$ cat src/rtl/dram_sched_pkg.sv
package dram_sched_pkg;
  typedef enum logic [1:0] {
    CMD_NOP = 2'd0,
    CMD_ACT = 2'd1,
    CMD_RD  = 2'd2,
    CMD_PRE = 2'd3
  } cmd_e;
endpackage

$ cat src/rtl/dram_sched_bank.sv
module dram_sched_bank
  import dram_sched_pkg::*;
#(
  parameter int ROW_W     = 4,
  parameter int T_PRE     = 3,
  parameter int T_ACT     = 3,
  parameter int T_COL     = 1,
  parameter bit CLOSE_ROW = 1'b0,
  parameter int CNT_W     = 3
) (
  input  logic             clk,
  input  logic             rst_n,
  input  logic             sel,
  input  cmd_e             cmd,
  input  logic [ROW_W-1:0] row_in,
  output logic             is_open,
  output logic [ROW_W-1:0] cur_row,
  output logic             ready,
  output logic             close_due
);
  logic             open_q, open_d;
  logic [ROW_W-1:0] row_q, row_d;
  logic [CNT_W-1:0] busy_q, busy_d;
  logic             due_q, due_d;

  always_comb begin
    open_d = open_q;
    row_d  = row_q;
    due_d  = due_q;
    busy_d = (busy_q != '0) ? busy_q - 1'b1 : busy_q;
    if (sel) begin
      unique case (cmd)
        CMD_ACT: begin
          open_d = 1'b1;
          row_d  = row_in;
          busy_d = CNT_W'(T_ACT - 1);
        end
        CMD_RD: begin
          busy_d = CNT_W'(T_COL - 1);
          due_d  = CLOSE_ROW;
        end
        CMD_PRE: begin
          open_d = 1'b0;
          due_d  = 1'b0;
          busy_d = CNT_W'(T_PRE - 1);
        end
        default: ;
      endcase
    end
  end

  always_ff @(posedge clk or negedge rst_n) begin
    if (!rst_n) begin
      open_q <= 1'b0;
      due_q  <= 1'b0;
      busy_q <= '0;
    end else begin
      open_q <= open_d;
      due_q  <= due_d;
      busy_q <= busy_d;
    end
  end

  always_ff @(posedge clk) begin
    if (sel) row_q <= row_d;
  end

  assign is_open   = open_q;
  assign cur_row   = row_q;
  assign ready     = (busy_q == '0);
  assign close_due = due_q;
endmodule

$ cat src/rtl/dram_sched_queue.sv
module dram_sched_queue #(
  parameter int QD     = 8,
  parameter int ID_W   = 4,
  parameter int BANK_W = 2,
  parameter int ROW_W  = 4,
  parameter int COL_W  = 3,
  parameter int IDX_W  = 3,
  parameter int CNT_W  = 4
) (
  input  logic                       clk,
  input  logic                       rst_n,
  input  logic                       push,
  input  logic [ID_W-1:0]            push_id,
  input  logic [BANK_W-1:0]          push_bank,
  input  logic [ROW_W-1:0]           push_row,
  input  logic [COL_W-1:0]           push_col,
  input  logic                       pop,
  input  logic [IDX_W-1:0]           pop_idx,
  output logic [QD-1:0]              valid,
  output logic [QD-1:0][ID_W-1:0]    ids,
  output logic [QD-1:0][BANK_W-1:0]  banks,
  output logic [QD-1:0][ROW_W-1:0]   rows,
  output logic [QD-1:0][COL_W-1:0]   cols,
  output logic                       full,
  output logic                       empty
);
  logic [CNT_W-1:0]            cnt_q, cnt_d, cnt_mid;
  logic [QD-1:0][ID_W-1:0]     id_q, id_d;
  logic [QD-1:0][BANK_W-1:0]   bk_q, bk_d;
  logic [QD-1:0][ROW_W-1:0]    rw_q, rw_d;
  logic [QD-1:0][COL_W-1:0]    cl_q, cl_d;
  logic                        push_ok, upd_en;

  assign full    = (cnt_q == CNT_W'(QD));
  assign empty   = (cnt_q == '0);
  assign push_ok = push && !full;
  assign upd_en  = push_ok || pop;

  always_comb begin
    id_d = id_q;
    bk_d = bk_q;
    rw_d = rw_q;
    cl_d = cl_q;
    // close the gap left by the removed entry; index 0 stays oldest
    for (int i = 0; i < QD - 1; i++) begin
      if (pop && i >= int'(pop_idx)) begin
        id_d[i] = id_q[i+1];
        bk_d[i] = bk_q[i+1];
        rw_d[i] = rw_q[i+1];
        cl_d[i] = cl_q[i+1];
      end
    end
    cnt_mid = cnt_q - CNT_W'(pop);
    if (push_ok) begin
      for (int i = 0; i < QD; i++) begin
        if (CNT_W'(i) == cnt_mid) begin
          id_d[i] = push_id;
          bk_d[i] = push_bank;
          rw_d[i] = push_row;
          cl_d[i] = push_col;
        end
      end
    end
    cnt_d = cnt_mid + CNT_W'(push_ok);
  end

  always_ff @(posedge clk or negedge rst_n) begin
    if (!rst_n) cnt_q <= '0;
    else        cnt_q <= cnt_d;
  end

  always_ff @(posedge clk) begin
    if (upd_en) begin
      id_q <= id_d;
      bk_q <= bk_d;
      rw_q <= rw_d;
      cl_q <= cl_d;
    end
  end

  generate
    for (genvar g = 0; g < QD; g++) begin : g_valid
      assign valid[g] = (CNT_W'(g) < cnt_q);
    end
  endgenerate

  assign ids   = id_q;
  assign banks = bk_q;
  assign rows  = rw_q;
  assign cols  = cl_q;
endmodule

$ cat src/rtl/dram_sched_pick.sv
module dram_sched_pick
  import dram_sched_pkg::*;
#(
  parameter int QD     = 8,
  parameter int NB     = 4,
  parameter int ID_W   = 4,
  parameter int BANK_W = 2,
  parameter int ROW_W  = 4,
  parameter int COL_W  = 3,
  parameter int IDX_W  = 3
) (
  input  logic [QD-1:0]              valid,
  input  logic [QD-1:0][ID_W-1:0]    ids,
  input  logic [QD-1:0][BANK_W-1:0]  banks,
  input  logic [QD-1:0][ROW_W-1:0]   rows,
  input  logic [QD-1:0][COL_W-1:0]   cols,
  input  logic [NB-1:0]              bank_open,
  input  logic [NB-1:0][ROW_W-1:0]   bank_row,
  input  logic [NB-1:0]              bank_rdy,
  input  logic [NB-1:0]              bank_due,
  output logic                       cmd_valid,
  output cmd_e                       cmd,
  output logic [BANK_W-1:0]          cmd_bank,
  output logic [ROW_W-1:0]           cmd_row,
  output logic [COL_W-1:0]           cmd_col,
  output logic                       pop,
  output logic [IDX_W-1:0]           pop_idx,
  output logic [ID_W-1:0]            done_id
);
  logic              hit_v, miss_v, due_v, rdy_i, match_i;
  logic [IDX_W-1:0]  hit_i, miss_i;
  logic [BANK_W-1:0] due_b, b;

  always_comb begin
    hit_v  = 1'b0;
    miss_v = 1'b0;
    due_v  = 1'b0;
    hit_i  = '0;
    miss_i = '0;
    due_b  = '0;
    // scan youngest to oldest so the oldest eligible entry wins
    for (int i = QD - 1; i >= 0; i--) begin
      b       = banks[i];
      rdy_i   = valid[i] && bank_rdy[b] && !bank_due[b];
      match_i = bank_open[b] && (bank_row[b] == rows[i]);
      if (rdy_i && match_i) begin
        hit_v = 1'b1;
        hit_i = IDX_W'(i);
      end
      if (rdy_i && !match_i) begin
        miss_v = 1'b1;
        miss_i = IDX_W'(i);
      end
    end
    for (int k = NB - 1; k >= 0; k--) begin
      if (bank_due[k] && bank_rdy[k]) begin
        due_v = 1'b1;
        due_b = BANK_W'(k);
      end
    end
  end

  always_comb begin
    cmd_valid = 1'b0;
    cmd       = CMD_NOP;
    cmd_bank  = '0;
    cmd_row   = '0;
    cmd_col   = '0;
    pop       = 1'b0;
    pop_idx   = hit_i;
    if (due_v) begin
      cmd_valid = 1'b1;
      cmd       = CMD_PRE;
      cmd_bank  = due_b;
      cmd_row   = bank_row[due_b];
    end else if (hit_v) begin
      cmd_valid = 1'b1;
      cmd       = CMD_RD;
      cmd_bank  = banks[hit_i];
      cmd_row   = rows[hit_i];
      cmd_col   = cols[hit_i];
      pop       = 1'b1;
    end else if (miss_v) begin
      cmd_valid = 1'b1;
      cmd       = bank_open[banks[miss_i]] ? CMD_PRE : CMD_ACT;
      cmd_bank  = banks[miss_i];
      cmd_row   = rows[miss_i];
      cmd_col   = cols[miss_i];
    end
  end

  assign done_id = ids[hit_i];
endmodule

$ cat src/rtl/dram_sched.sv
module dram_sched
  import dram_sched_pkg::*;
#(
  parameter int QDEPTH    = 8,
  parameter int NBANKS    = 4,
  parameter int ROW_W     = 4,
  parameter int COL_W     = 3,
  parameter int ID_W      = 4,
  parameter int T_PRE     = 3,
  parameter int T_ACT     = 3,
  parameter int T_COL     = 1,
  parameter bit CLOSE_ROW = 1'b0,
  localparam int BANK_W   = $clog2(NBANKS)
) (
  input  logic                            clk,
  input  logic                            rst_n,
  input  logic                            req_valid,
  input  logic [ROW_W+BANK_W+COL_W-1:0]   req_addr,
  input  logic [ID_W-1:0]                 req_id,
  output logic                            q_full,
  output logic                            q_empty,
  output logic                            cmd_valid,
  output logic [1:0]                      cmd_type,
  output logic [BANK_W-1:0]               cmd_bank,
  output logic [ROW_W-1:0]                cmd_row,
  output logic [COL_W-1:0]                cmd_col,
  output logic                            done_valid,
  output logic [ID_W-1:0]                 done_id
);
  localparam int IDX_W  = $clog2(QDEPTH);
  localparam int QCNT_W = $clog2(QDEPTH + 1);
  localparam int T_MAX  = (T_PRE > T_ACT) ? ((T_PRE > T_COL) ? T_PRE : T_COL)
                                          : ((T_ACT > T_COL) ? T_ACT : T_COL);
  localparam int BCNT_W = $clog2(T_MAX) + 1;

  logic [QDEPTH-1:0]              q_valid;
  logic [QDEPTH-1:0][ID_W-1:0]    q_ids;
  logic [QDEPTH-1:0][BANK_W-1:0]  q_banks;
  logic [QDEPTH-1:0][ROW_W-1:0]   q_rows;
  logic [QDEPTH-1:0][COL_W-1:0]   q_cols;
  logic [NBANKS-1:0]              b_open, b_rdy, b_due;
  logic [NBANKS-1:0][ROW_W-1:0]   b_row;
  logic                           pop;
  logic [IDX_W-1:0]               pop_idx;
  cmd_e                           cmd_sel;

  dram_sched_queue #(
    .QD(QDEPTH), .ID_W(ID_W), .BANK_W(BANK_W), .ROW_W(ROW_W),
    .COL_W(COL_W), .IDX_W(IDX_W), .CNT_W(QCNT_W)
  ) u_queue (
    .clk       (clk),
    .rst_n     (rst_n),
    .push      (req_valid),
    .push_id   (req_id),
    .push_bank (req_addr[COL_W +: BANK_W]),
    .push_row  (req_addr[COL_W+BANK_W +: ROW_W]),
    .push_col  (req_addr[COL_W-1:0]),
    .pop       (pop),
    .pop_idx   (pop_idx),
    .valid     (q_valid),
    .ids       (q_ids),
    .banks     (q_banks),
    .rows      (q_rows),
    .cols      (q_cols),
    .full      (q_full),
    .empty     (q_empty)
  );

  dram_sched_pick #(
    .QD(QDEPTH), .NB(NBANKS), .ID_W(ID_W), .BANK_W(BANK_W),
    .ROW_W(ROW_W), .COL_W(COL_W), .IDX_W(IDX_W)
  ) u_pick (
    .valid     (q_valid),
    .ids       (q_ids),
    .banks     (q_banks),
    .rows      (q_rows),
    .cols      (q_cols),
    .bank_open (b_open),
    .bank_row  (b_row),
    .bank_rdy  (b_rdy),
    .bank_due  (b_due),
    .cmd_valid (cmd_valid),
    .cmd       (cmd_sel),
    .cmd_bank  (cmd_bank),
    .cmd_row   (cmd_row),
    .cmd_col   (cmd_col),
    .pop       (pop),
    .pop_idx   (pop_idx),
    .done_id   (done_id)
  );

  generate
    for (genvar g = 0; g < NBANKS; g++) begin : g_bank
      dram_sched_bank #(
        .ROW_W(ROW_W), .T_PRE(T_PRE), .T_ACT(T_ACT), .T_COL(T_COL),
        .CLOSE_ROW(CLOSE_ROW), .CNT_W(BCNT_W)
      ) u_bank (
        .clk       (clk),
        .rst_n     (rst_n),
        .sel       (cmd_valid && (cmd_bank == BANK_W'(g))),
        .cmd       (cmd_sel),
        .row_in    (cmd_row),
        .is_open   (b_open[g]),
        .cur_row   (b_row[g]),
        .ready     (b_rdy[g]),
        .close_due (b_due[g])
      );
    end
  endgenerate

  assign cmd_type   = cmd_sel;
  assign done_valid = pop;
endmodule

$ cat config.mk
export PLATFORM = sky130hd
export DESIGN_NAME = dram_sched
export DESIGN_NICKNAME = d
export VERILOG_FILES = /design/src/rtl/dram_sched_pkg.sv /design/src/rtl/dram_sched_bank.sv /design/src/rtl/dram_sched_queue.sv /design/src/rtl/dram_sched_pick.sv /design/src/rtl/dram_sched.sv
export SDC_FILE = /design/constraint.sdc
export NUM_CORES = 1
export LEC_CHECK = 0
export ABC_AREA = 0
export BUFFER_PORTS_ARGS = -buffer_cell sky130_fd_sc_hd__buf_2
export CAP_MARGIN = 5
export CORE_MARGIN = 2
export CORE_UTILIZATION = 57
export CTS_CLUSTER_DIAMETER = 100
export CTS_CLUSTER_SIZE = 16
export DETAILED_ROUTE_END_ITERATION = 10
export PLACE_DENSITY = 0.75
export REMOVE_ABC_BUFFERS = 1
export SLEW_MARGIN = 20
export SYNTH_ARGS = -nofsm -noshare
export SYNTH_HDL_FRONTEND = slang
export SYNTH_SLANG_ARGS = --single-unit
$ cat constraint.sdc
create_clock -name clk -period 5.51 [get_ports clk]
set_input_delay 0.551 -clock clk [delete_from_list [all_inputs] [get_ports clk]]
set_output_delay 0.551 -clock clk [all_outputs]
set_load 0.01 [all_outputs]
# Word level (Yosys, flattened, before mapping)
# Index checks and enable logic that the tools add are counted.
# totals
register_bits	140
input_bits	16
word_cells	388
# op_classes
addsub	6
magnitude_cmp	26
n_eq_ne	22
n_mux	197
reduce_logical	92
# op_table
cell	count
2-to-1 mux 4 bit	41
2-to-1 mux 3 bit	42
binary-select mux 4 bit (select 2 bit)	8
2-to-1 mux 28 bit	2
logical AND 1 bit	52
binary-select mux 1 bit (select 2 bit)	25
2-to-1 mux 1 bit	44
2-to-1 mux 2 bit	21
binary-select mux 4 bit (select 3 bit)	3
== test 4 bit	8
< comparator 2 x 3 -> 1 bit, second input constant	9
one-hot mux 3 bit (2 select lines)	4
2-to-1 mux 21 bit	1
binary-select mux 3 bit (select 3 bit)	2
logical NOT 1 bit	17
== test 3 x 4 -> 1 bit, first input constant	4
< comparator 3 x 4 -> 1 bit, first input constant	4
AND reduction 2 bit	8
2-to-1 mux 14 bit	1
binary-select mux 2 bit (select 3 bit)	2
logical NOT 3 bit	4
nonzero test 3 bit	4
subtractor 3 x 1 -> 3 bit, second input constant	4
greater-or-equal comparator 3 bit, first input constant	3
19 further kinds	30

# Logic depth before layout (Yosys ltp)
# Gate-level depths: netlist of the first run.
# logic_depth
word_depth	25
depth_mapped	23
ltp_nobuf	18

# Hierarchy
# From an unflattened synthesis of the first run, not the netlist that was laid out.
# unflattened
cells_unflattened	1043
hier_area_um2	11459.7
# by_module_without_submodules
module	n_inst	cells_per_inst	area_per_inst_um2
dram_sched_queue	1	433	5866.9
dram_sched_pick	1	494	4129.0
dram_sched_bank	4	28	356.6
dram_sched	1	4	37.5

# Least setup slack after synthesis of the first run
# OpenSTA, ideal clock, no wires.
# synth_timing
kind	flip-flop to flip-flop
startpoint	register u_queue.bk_q, in the netlist u_queue.banks[2]
endpoint	register u_queue.bk_q, in the netlist u_queue.banks[14] (enable)
arrival_time_ps	4790
required_time_ps	5093
slack_ps	303
stages_incl_launch_ff	19
cell_sequence	edfxtp_1 > buf_6 > mux4_2 > xnor2_1 > nand2_1 > or3_1 > o2111a_1 > buf_2 > nor2b_1 > buf_6 > nand2_1 > clkbuf_1 > ha_1 > nor2b_1 > xnor2_1 > nand2_1 > nor2_1 > a21oi_1 > nor4_1
# synth_via
elab_chain_len	11
elab_cells_between_ends	21
classes_between	add/sub (1); eq/ne (2); mux (11); reduce/logical (7)
# synth_rtl
element	line	rtl
from (decl)	dram_sched_queue.sv:29	logic [QD-1:0][BANK_W-1:0] bk_q, bk_d;
from (signal assigned)	dram_sched_queue.sv:75	bk_q <= bk_d;
binary-select mux 4 bit (select 2 bit) / binary-select mux 1 bit (select 2 bit) (equally long branches)	dram_sched_pick.sv:45, dram_sched_pick.sv:44	
2-to-1 mux 4 bit (implied by the code) / 2-to-1 mux 1 bit (equally long branches)	dram_sched_pick.sv:45, dram_sched_pick.sv:44	
== test 4 bit (tied with other cells)	dram_sched_pick.sv:45	match_i = bank_open[b] && (bank_row[b] == rows[i]);
logical AND 1 bit (on tied branches)	dram_sched_pick.sv:45, dram_sched_pick.sv:44	
logical AND 1 bit (*)	dram_sched_pick.sv:46	if (rdy_i && match_i) begin
2-to-1 mux 1 bit (*) (2 in a row)	dram_sched_pick.sv:46	
2-to-1 mux 1 bit (*)	dram_sched_pick.sv:76	end else if (hit_v) begin
via done_valid	dram_sched.sv:27	output logic done_valid,
subtractor 4 x 1 -> 4 bit	dram_sched_queue.sv:53	cnt_mid = cnt_q - CNT_W'(pop);
== test 3 x 4 -> 1 bit	dram_sched_queue.sv:56	if (CNT_W'(i) == cnt_mid) begin
AND reduction 3 bit (no source line) (*)	n/a	
# The timed path passes the listed nets; every way through them passes the cells marked *. The select of a mux whose other input is x is not followed.
# A chain may end at the register's enable or synchronous reset.

# Worst setup path in the final report of the first run
# layout_timing
startpoint	register u_queue.bk_q, in the netlist u_queue.banks[6]
endpoint	output cmd_type[1]
# layout_via
elab_chain_len	17
elab_cells_between_ends	35
classes_between	eq/ne (1); mux (27); reduce/logical (7)
# layout_rtl
element	line	rtl
binary-select mux 4 bit (select 2 bit)	dram_sched_pick.sv:45	
2-to-1 mux 4 bit (implied by the code)	dram_sched_pick.sv:45	
== test 4 bit	dram_sched_pick.sv:45	
logical AND 1 bit	dram_sched_pick.sv:45	
logical NOT 1 bit	dram_sched_pick.sv:50	if (rdy_i && !match_i) begin
logical AND 1 bit	dram_sched_pick.sv:50	
2-to-1 mux 3 bit (4 in a row)	dram_sched_pick.sv:50	
binary-select mux 2 bit (select 3 bit)	dram_sched_pick.sv:85	cmd = bank_open[banks[miss_i]] ? CMD_PRE : CMD_ACT;
2-to-1 mux 2 bit (implied by the code)	dram_sched_pick.sv:85	
binary-select mux 1 bit (select 2 bit)	dram_sched_pick.sv:85	
2-to-1 mux 1 bit (implied by the code)	dram_sched_pick.sv:85	
2-to-1 mux 2 bit	dram_sched_pick.sv:85	
2-to-1 mux 2 bit	dram_sched_pick.sv:83	end else if (miss_v) begin
2-to-1 mux 2 bit (*)	dram_sched_pick.sv:76	
to (decl)	dram_sched.sv:23	output logic [1:0] cmd_type,
# Every way passes the cells marked *; elsewhere a longest branch is shown, timed or not. The select of a mux whose other input is x is not followed.

==> results.json, run 1 <==
{
  "rows": 48,
  "overflow": 0,
  "synthXorXnorAreaFrac": 0.0427,
  "grt_pass1_wl_microns": 46100,
  "fin_cells": 1223,
  "core_sq_um": 17400,
  "routed-wl-met2_microns": 13900,
  "h-tree-depth": 4,
  "fmax_mhz": 185,
  "synth_top_family_by_area": "multiplexers",
  "postCtsHoldBufs": 0,
  "synth_top_area_share": 0.353,
  "crit_type": "reg -> out",
  "critPathMaxStageDelay_ns": 0.73,
  "cap_violations": 0,
  "fin_skew_ns": 0.0201,
  "critPathMaxFanout": 11,
  "synthCells": 948,
  "crit_path_end_kind": "primary output",
  "slew_headroom": 0.224,
  "synth_edf_count": 120,
  "crit_chain": "buf_4, inv_1, mux4_2, o21ai_0, a31oi_1, or4b_4, a21oi_4, o221ai_1, o22ai_1, nor2_1, mux2_2, nor3_1, a311oi_1, buf_2",
  "wl_met3_microns": 3400,
  "reg2reg_to": "u_queue.rows[20]",
  "worstMarginPinSlew_ns": 1.16,
  "clkTransAtPathRegs_ns": 0.07,
  "portBuffers": 34,
  "synth_compound_area_frac": 0.118,
  "rsz0062_at_grt": "no",
  "cp.arrival_ns": 4.86,
  "critical-path-slowest-cell": "or4b_4",
  "hold_viol": 0,
  "viasPerCell": 6.80,
  "antenna_found_initial": 0,
  "grt_max_degree": 75,
  "area.growth.synth_to_final_pct": 11.7,
  "cp-start-kind": "register",
  "grt_pass1_vias": 7679,
  "ios": 35,
  "die-area_sq_um": 19000,
  "root_buffer": "clkbuf_16",
  "synth.area.top_cells": "edfxtp_1 35%, mux2i_1 16%, mux4_2 9.3%, o21ai_0 4.9%, dfrtp_1 4.9%",
  "fin_ws_ns": 0.101,
  "clock_path_buffers": 2,
  "antennaDiodeCount": 0,
  "synth_simple_gate_area_frac": 0.104,
  "fp.dieH_microns": 138,
  "crit_buf_inv": 3,
  "tritoncts": "built",
  "syn_avg_cell_area_sq_um": 10.8,
  "synthAdderAreaFrac": 0.0147,
  "wl_met1_microns": 12200,
  "dpl_worst_slack_ns": 0.318,
  "r2r_setup_slack_ns": 0.71,
  "cts_buffers": 17,
  "insertion_delay_ns": 0.44,
  "critical_path.top_delay_family": "compound AO/OA/AOI/OAI gates",
  "wl_per_cell_microns": 25.1,
  "cts_sinks": 140,
  "yosysWarnings": 0,
  "yosysUniqueCellTypes": 60,
  "drt_iter0_drc": 1024,
  "drc": 0,
  "routabilityCongestion": 1.07,
  "synth_area_sq_um": 10200,
  "synth_top_area_cell": "edfxtp_1",
  "vias": 8320,
  "dp_cells": 1174,
  "fin_crit_ns": 5.41,
  "initial_core_util": 0.586,
  "synth_flop_cell": "edfxtp_1",
  "required_ns": 4.96,
  "reg2regPathDepth": 16,
  "ant_nets": 0,
  "die_w_microns": 138,
  "synth-async-reset-ratio": 0.143,
  "nets": 1013,
  "hold_class": "in -> async",
  "r2r-start": "u_queue.banks[14]",
  "top_layer": "met4",
  "ys_ff_latch": 140,
  "dpl.hpwl_microns": 19800,
  "setup_violations": 0,
  "routed_wl_microns": 30700,
  "drt_pass1_iterations": 5,
  "drive_above_1_share": 0.203,
  "status": "finished clean",
  "min_period_over_period": 0.982,
  "report.final.slew_viol_count": 0,
  "gr-usage-all-layers": 0.332,
  "yosysSeqAreaShare": 0.402,
  "synthMuxAreaShare": 0.280
}
## layout by cell type (no fill, tap or decap), drive strengths merged, types with 6 or more instances in the layout
cell type / count
mux2i: 166
nand2: 123
edfxtp: 120
o21ai: 108
buf: 82
nor2: 46
mux4: 46
inv: 33
xnor2: 31
o22ai: 27
dfrtp: 20
xor2: 18
clkbuf: 17
a21oi: 16
nor3: 15
mux2: 13
ha: 12
nand2b: 9
nor2b: 9
a221oi: 8
nand4b: 6
or2: 6
nand3: 6
o221ai: 6
nor4: 6
clkinv: 6
## worst max path at each step
stage / end / slack [ns] / from / depth (start not counted)
global route: cmd_type[1] / 0.003 / g_bank[0].u_bank.busy_q[0] / 16
finish: cmd_type[1] / 0.10 / u_queue.banks[6] / 14
global placement: cmd_type[1] / 0.42 / u_queue.banks[6] / 13
floorplan: u_queue.banks[6] / -1.80 / u_queue.banks[0] / 13
detailed placement: cmd_type[1] / 0.32 / u_queue.banks[6] / 13
CTS: cmd_row[0] / 0.09 / g_bank[1].u_bank.busy_q[0] / 15
## flip-flops by register name, indices dropped and copies added (netlist names)
| name | count |
|---|---|
| u_queue.banks | 16 |
| g_bank.u_bank.busy_q | 12 |
| u_queue.ids | 32 |
| u_queue.cols | 24 |
| g_bank.u_bank.is_open | 4 |
| u_queue.cnt_q | 4 |
| u_queue.rows | 32 |
| g_bank.u_bank.cur_row | 16 |
## Yosys cell counts (3+ instances only)
library cell and n:
o22ai_1 27, nor2b_1 9, xor2_1 18, clkbuf_1 38
o32ai_1 5, nand3_1 6, dfrtp_1 20, nand4b_1 6
and3_1 3, nand2b_1 9, mux2_2 13, mux2i_1 166
a21oi_1 15, edfxtp_1 120, o31ai_1 4, mux4_1 4
nand2_1 123, nor3_1 14, mux4_2 42, o21ai_2 3
a31oi_1 5, xnor2_1 30, buf_6 3, nor4_1 6
ha_1 12, buf_2 17, o21ai_0 101, buf_1 5
o21ai_1 3, o221ai_1 5, a32oi_1 3, a221oi_1 7
nor2_1 46, inv_1 23, or2_2 6
## cell type report
type                       instances  area (sq um)
clock buffer                      17           425
clock inverter                    15           148
fill                            1361          6000
inverter                          25          93.8
multi-input combinational        719          5800
sequential                       140          4100
tap                              225           282
timing repair buffer              82           556
## layer usage
metal,global-route usage,up-vias
li1,-,3663
met1,0.450,3983
met2,0.509,575
met3,0.0742,99
met4,0.153,0
met5,0,-
## logic make-up after synthesis
family | after synthesis
xor+xnor | 49
simple gates | 237
fa+ha+maj | 12
buf+inv | 90
flops | 140
mux | 225
compound gates | 195
## metrics by stage
stage | TNS, ns | util | instance area (sq um) | hold WS, ns
after floorplan | -314.71 | - | 9920 | 0.255
after CTS | 0 | 0.647 | 11300 | 0.0645
after global routing | 0 | 0.655 | 11400 | 0.0927
after detailed placement | 0 | 0.614 | 10700 | 0.528
final | 0 | 0.655 | 11400 | 0.0508
after global placement | 0 | 0.614 | 10700 | 0.519
## what timing repair did
item | 4_1_cts | 5_1_grt
gates cloned | 0 | 1
pin swaps | 0 | 1
buffers inserted | 0 | 16
setup endpoints to repair | 1 | 11
resized for setup | 1 | 1
Power of run 1 is not shown: default switching activity piles up to over one toggle a cycle in this logic, so the estimate is an artifact.
==> inputs of run 2 (changes only) <==
--- a/config.mk
+++ b/config.mk
@@ -13,7 +13,7 @@
 export CTS_CLUSTER_DIAMETER = 100
 export CTS_CLUSTER_SIZE = 16
 export DETAILED_ROUTE_END_ITERATION = 10
-export PLACE_DENSITY = 0.75
+export PLACE_DENSITY = 0.77
 export REMOVE_ABC_BUFFERS = 1
 export SLEW_MARGIN = 20
 export SYNTH_ARGS = -nofsm -noshare
==> run 2 against run 1 <==
  * Die area is the same
  * Count of clock-buffer cells in the layout grew 2
  * Routed wire length grew 0.69%
  * Cell area grew 0.36%
  * Worst hold slack improved by 0.022 ns
  * Critical path type unchanged
  * Critical path depth decreased by 2
  * Flip-flop and latch count unchanged
==> results.json, run 2 (same netlist as run 1, synthesis figures left out) <==
{
  "drt_pass1_iterations": 7,
  "cap_violations": 0,
  "cp-start-kind": "register",
  "fin_skew_ns": 0.00776,
  "holdWs_ns": 0.0731,
  "drive_above_1_share": 0.202,
  "rows": 48,
  "gr-usage-all-layers": 0.334,
  "clock_path_buffers": 2,
  "clkTransAtPathRegs_ns": 0.06,
  "report.final.slew_viol_count": 0,
  "antenna_found_initial": 0,
  "die-area_sq_um": 19000,
  "drc": 0,
  "utilization": 0.658,
  "cts_buffers": 17,
  "final_cell_mix": "166 x mux2i_1, 122 x nand2_1, 120 x edfxtp_1, 101 x o21ai_0, 45 x buf_4",
  "wl_per_cell_microns": 25.3,
  "seq_area_sq_um": 4100,
  "n_fill_cell": 1320,
  "critPathMaxFanout": 14,
  "vias": 8412,
  "die_w_microns": 138,
  "dpl_worst_slack_ns": 0.505,
  "postCtsHoldBufs": 0,
  "drt_iter0_drc": 1132,
  "ios": 35,
  "final_common_cell": "mux2i_1",
  "fin_ws_ns": 0.109,
  "insertion_delay_ns": 0.43,
  "viasPerCell": 6.88,
  "antennaDiodeCount": 0,
  "area.growth.synth_to_final_pct": 12.1,
  "grt_max_degree": 53,
  "routed_wl_microns": 31000,
  "root_buffer": "clkbuf_16",
  "r2r_setup_slack_ns": 0.70,
  "nets": 1013,
  "core_sq_um": 17400,
  "min_period_over_period": 0.980,
  "fin_setup_tns_ns": 0,
  "reg2regPathDepth": 12,
  "multi_input_area_sq_um": 5800,
  "fin_crit_ns": 5.40,
  "required_ns": 4.96,
  "r2r-start": "u_queue.banks[14]",
  "fmax_mhz": 185,
  "fp.dieH_microns": 138,
  "h-tree-depth": 4,
  "dpl.hpwl_microns": 19600,
  "status": "finished clean",
  "cp.arrival_ns": 4.85,
  "crit_type": "reg -> out",
  "routabilityCongestion": 1.03,
  "grt_pass1_wl_microns": 46500,
  "crit_path_end_kind": "primary output",
  "slew_headroom": 0.192,
  "reg2reg_to": "g_bank[2].u_bank.cur_row[1]",
  "rsz0062_at_grt": "no",
  "overflow": 0,
  "portBuffers": 34,
  "grt_pass1_vias": 8018,
  "tritoncts": "built",
  "hold_class": "in -> async",
  "cts_sinks": 140,
  "setup_violations": 0,
  "ant_nets": 0,
  "initial_core_util": 0.586,
  "hold_viol": 0,
  "worstMarginPinSlew_ns": 1.21
}
==> run 2: cell count changes in the layout (fill, tap and decap cells not counted), sizes merged <==
cell,previous run,this run
inv,33,31
clkinv,6,3
bufinv,0,2
o21ai,108,107
clkinvlp,1,2
buf,82,83
clkbuf,17,19
==> run 2: worst max path at each step <==
stage	startpoint	to	slack [ns]	cells after the start
floorplan	u_queue.banks[0]	u_queue.banks[6]	-1.80	13
global placement	u_queue.banks[6]	cmd_type[1]	0.49	13
detailed placement	u_queue.banks[6]	cmd_type[1]	0.51	13
CTS	u_queue.banks[0]	cmd_type[1]	0.007	13
global route	u_queue.banks[14]	cmd_bank[0]	0.006	14
finish	u_queue.banks[8]	cmd_row[3]	0.11	12
==> run 2: layout make-up <==
type / instances / share of cell area
flip-flops and latches: 140 / 0.358
multi-input cells: 718 / 0.506
clock buffers: 19 / 0.0378
repair buffers: 83 / 0.0513
well taps: 225 / 0.0246
clock inverters: 13 / 0.0134
inverters: 25 / 0.00819
==> run 2: per-layer routing <==
metal,part of all wire,GRT usage,vias to the layer above
li1,-,-,3664
met1,0.39,0.447,4005
met2,0.46,0.512,621
met3,0.12,0.0874,122
met4,0.042,0.153,0
met5,0,0,-
==> run 2: per-stage QoR <==
step / cell area, sq um / cells
after floorplan: 9920 / 883
after global placement: 10700 / 1171
after detailed placement: 10700 / 1171
after CTS: 11300 / 1206
after global routing: 11500 / 1223
final: 11500 / 1223
==> run 2: worst max-delay path: stages, from the launching register on <==
cell and delay (ns):
edfxtp_1 0.76, mux4_2 0.60, xor2_1 0.17, nor2_1 0.22
a31oi_1 0.23, and2b_2 0.36, o21ai_2 0.08, a221oi_2 0.47
buf_12 0.24, mux4_1 0.61, a221oi_1 0.32, nor2_1 0.18
buf_2 0.18
==> run 2: what timing repair did <==
item                                   4_1_cts  5_1_grt
resized for setup                            0        4
endpoints found under the hold margin        0        0
setup buffers                                3       17
setup endpoints to repair                    1        4
cloned                                       0        0
Power of run 2 is left out for the same reason.
==> inputs of run 3 (changes only) <==
--- a/config.mk
+++ b/config.mk
@@ -13,7 +13,7 @@
 export CTS_CLUSTER_DIAMETER = 100
 export CTS_CLUSTER_SIZE = 16
 export DETAILED_ROUTE_END_ITERATION = 10
-export PLACE_DENSITY = 0.77
+export PLACE_DENSITY = 0.87
 export REMOVE_ABC_BUFFERS = 1
 export SLEW_MARGIN = 20
 export SYNTH_ARGS = -nofsm -noshare
==> run 3 against run 2 <==
  * Flip-flop and latch count unchanged
  * Setup slack got worse by 0.059 ns
  * Die area is the same
  * Maximum frequency decreased by 1.1%
  * First-iteration DRC count grew 13%
  * Non-clock buffer count shrank 3
  * Via count increased by 0.96%
  * Critical path type unchanged
==> results.json, run 3 (same netlist as run 1, synthesis figures left out) <==
{
  "status": "finished clean",
  "ant_nets": 0,
  "endpoint": "cmd_type[1]",
  "fin_crit_ns": 5.46,
  "routed_wl_microns": 31400,
  "final_cell_mix": "166 x mux2i_1, 122 x nand2_1, 120 x edfxtp_1, 101 x o21ai_0",
  "cp-start-kind": "register",
  "overflow": 0,
  "fp.dieH_microns": 138,
  "clkTransAtPathRegs_ns": 0.08,
  "h-tree-depth": 4,
  "required_ns": 4.96,
  "critical_path.top_delay_family": "compound AO/OA/AOI/OAI gates",
  "tritoncts": "built",
  "final_common_cell": "mux2i_1",
  "r2r-start": "g_bank[1].u_bank.cur_row[3]",
  "r2r_setup_slack_ns": 0.78,
  "reg2regPathDepth": 12,
  "critPathMaxStageDelay_ns": 0.66,
  "startpoint": "g_bank[1].u_bank.cur_row[3]",
  "area.growth.synth_to_final_pct": 12.5,
  "antennaDiodeCount": 0,
  "critPathMaxFanout": 9,
  "crit_buf_inv": 1,
  "die-area_sq_um": 19000,
  "nets": 1010,
  "drive_above_1_share": 0.206,
  "drt_pass1_iterations": 8,
  "cap_violations": 0,
  "cts_buffers": 17,
  "clock_path_buffers": 2,
  "reg2reg_to": "g_bank[0].u_bank.cur_row[1]",
  "drc": 0,
  "rows": 48,
  "root_buffer": "clkbuf_16",
  "portBuffers": 34,
  "gr-usage-all-layers": 0.345,
  "fin_setup_tns_ns": 0,
  "vias": 8493,
  "cp.arrival_ns": 4.91,
  "crit_path_end_kind": "primary output",
  "crit_cells": 13,
  "hold_viol": 0,
  "core_sq_um": 17400,
  "cts_sinks": 140,
  "drt_iter0_drc": 1277,
  "dpl.hpwl_microns": 20700,
  "report.final.slew_viol_count": 0,
  "fmax_mhz": 183,
  "insertion_delay_ns": 0.44,
  "antenna_found_initial": 0,
  "rsz0062_at_grt": "no",
  "grt_max_degree": 46,
  "grt_pass1_wl_microns": 48100,
  "fin_skew_ns": 0.0147,
  "min_period_over_period": 0.991,
  "hold_class": "in -> async",
  "ios": 35,
  "setup_violations": 0,
  "fin_area_sq_um": 11500,
  "routabilityCongestion": 1.04,
  "viasPerCell": 6.96,
  "crit_chain": "mux2i_1, xnor2_1, o32ai_1, a31oi_1, or4b_1, a21oi_4, o221ai_1, a21oi_1, nor2_1, mux2_2, nor3_1, a311oi_1, buf_2",
  "initial_core_util": 0.586,
  "crit_type": "reg -> out",
  "critical-path-slowest-cell": "or4b_1",
  "slew_headroom": 0.312,
  "wl_per_cell_microns": 25.7,
  "placed_area_sq_um": 10700,
  "die_w_microns": 138,
  "worstMarginPinSlew_ns": 1.03,
  "grt_pass1_vias": 8390
}
## run 3: repair_timing
action / 4_1_cts / 5_1_grt
setup buffers: 4 / 10
pin swaps: 0 / 0
resized for setup: 0 / 6
setup endpoints to repair: 1 / 6
cloned: 0 / 0
hold buffers: 0 / 0
## run 3: how the worst min path moves through the flow
stage / cells past startpoint / start / to
2_1_floorplan: 0 / rst_n / g_bank[0].u_bank.busy_q[0]
3_3_place_gp: 1 / rst_n / g_bank[3].u_bank.busy_q[2]
3_5_place_dp: 1 / rst_n / g_bank[3].u_bank.busy_q[2]
4_1_cts: 1 / rst_n / g_bank[0].u_bank.busy_q[1]
5_1_grt: 1 / rst_n / g_bank[0].u_bank.busy_q[1]
6_report: 1 / rst_n / g_bank[0].u_bank.busy_q[1]
## run 3: cell type report
type | instances | area [sq um]
Multi-Input combinational cell | 718 | 5810
Timing Repair Buffer | 80 | 569
Sequential cell | 140 | 4100
Inverter | 25 | 93.8
Fill cell | 1308 | 5920
Tap cell | 225 | 282
Clock buffer | 17 | 425
Clock inverter | 15 | 215
## run 3: routing by layer
metal | wire, microns | part of all wire | GRT usage | up-vias
met3 | 3890 | 0.12 | 0.0768 | 141
li1 | - | - | - | 3653
met5 | 0 | 0 | 0 | -
met2 | 14600 | 0.46 | 0.545 | 677
met1 | 11300 | 0.36 | 0.443 | 4022
met4 | 1610 | 0.051 | 0.190 | 0
## run 3: stage by stage
| step | util | setup slack, ns | hold slack (ns) | instances |
|---|---|---|---|---|
| 3_5_place_dp | 0.614 | 0.431 | 0.525 | 1173 |
| 2_1_floorplan | - | -1.80 | 0.255 | 883 |
| 5_1_grt | 0.660 | 0.0115 | 0.0857 | 1220 |
| 6_report | 0.660 | 0.0509 | 0.0481 | 1220 |
| 3_3_place_gp | 0.614 | 0.428 | 0.514 | 1173 |
| 4_1_cts | 0.652 | 0.00606 | 0.0607 | 1209 |
Power of run 3 is left out for the same reason.
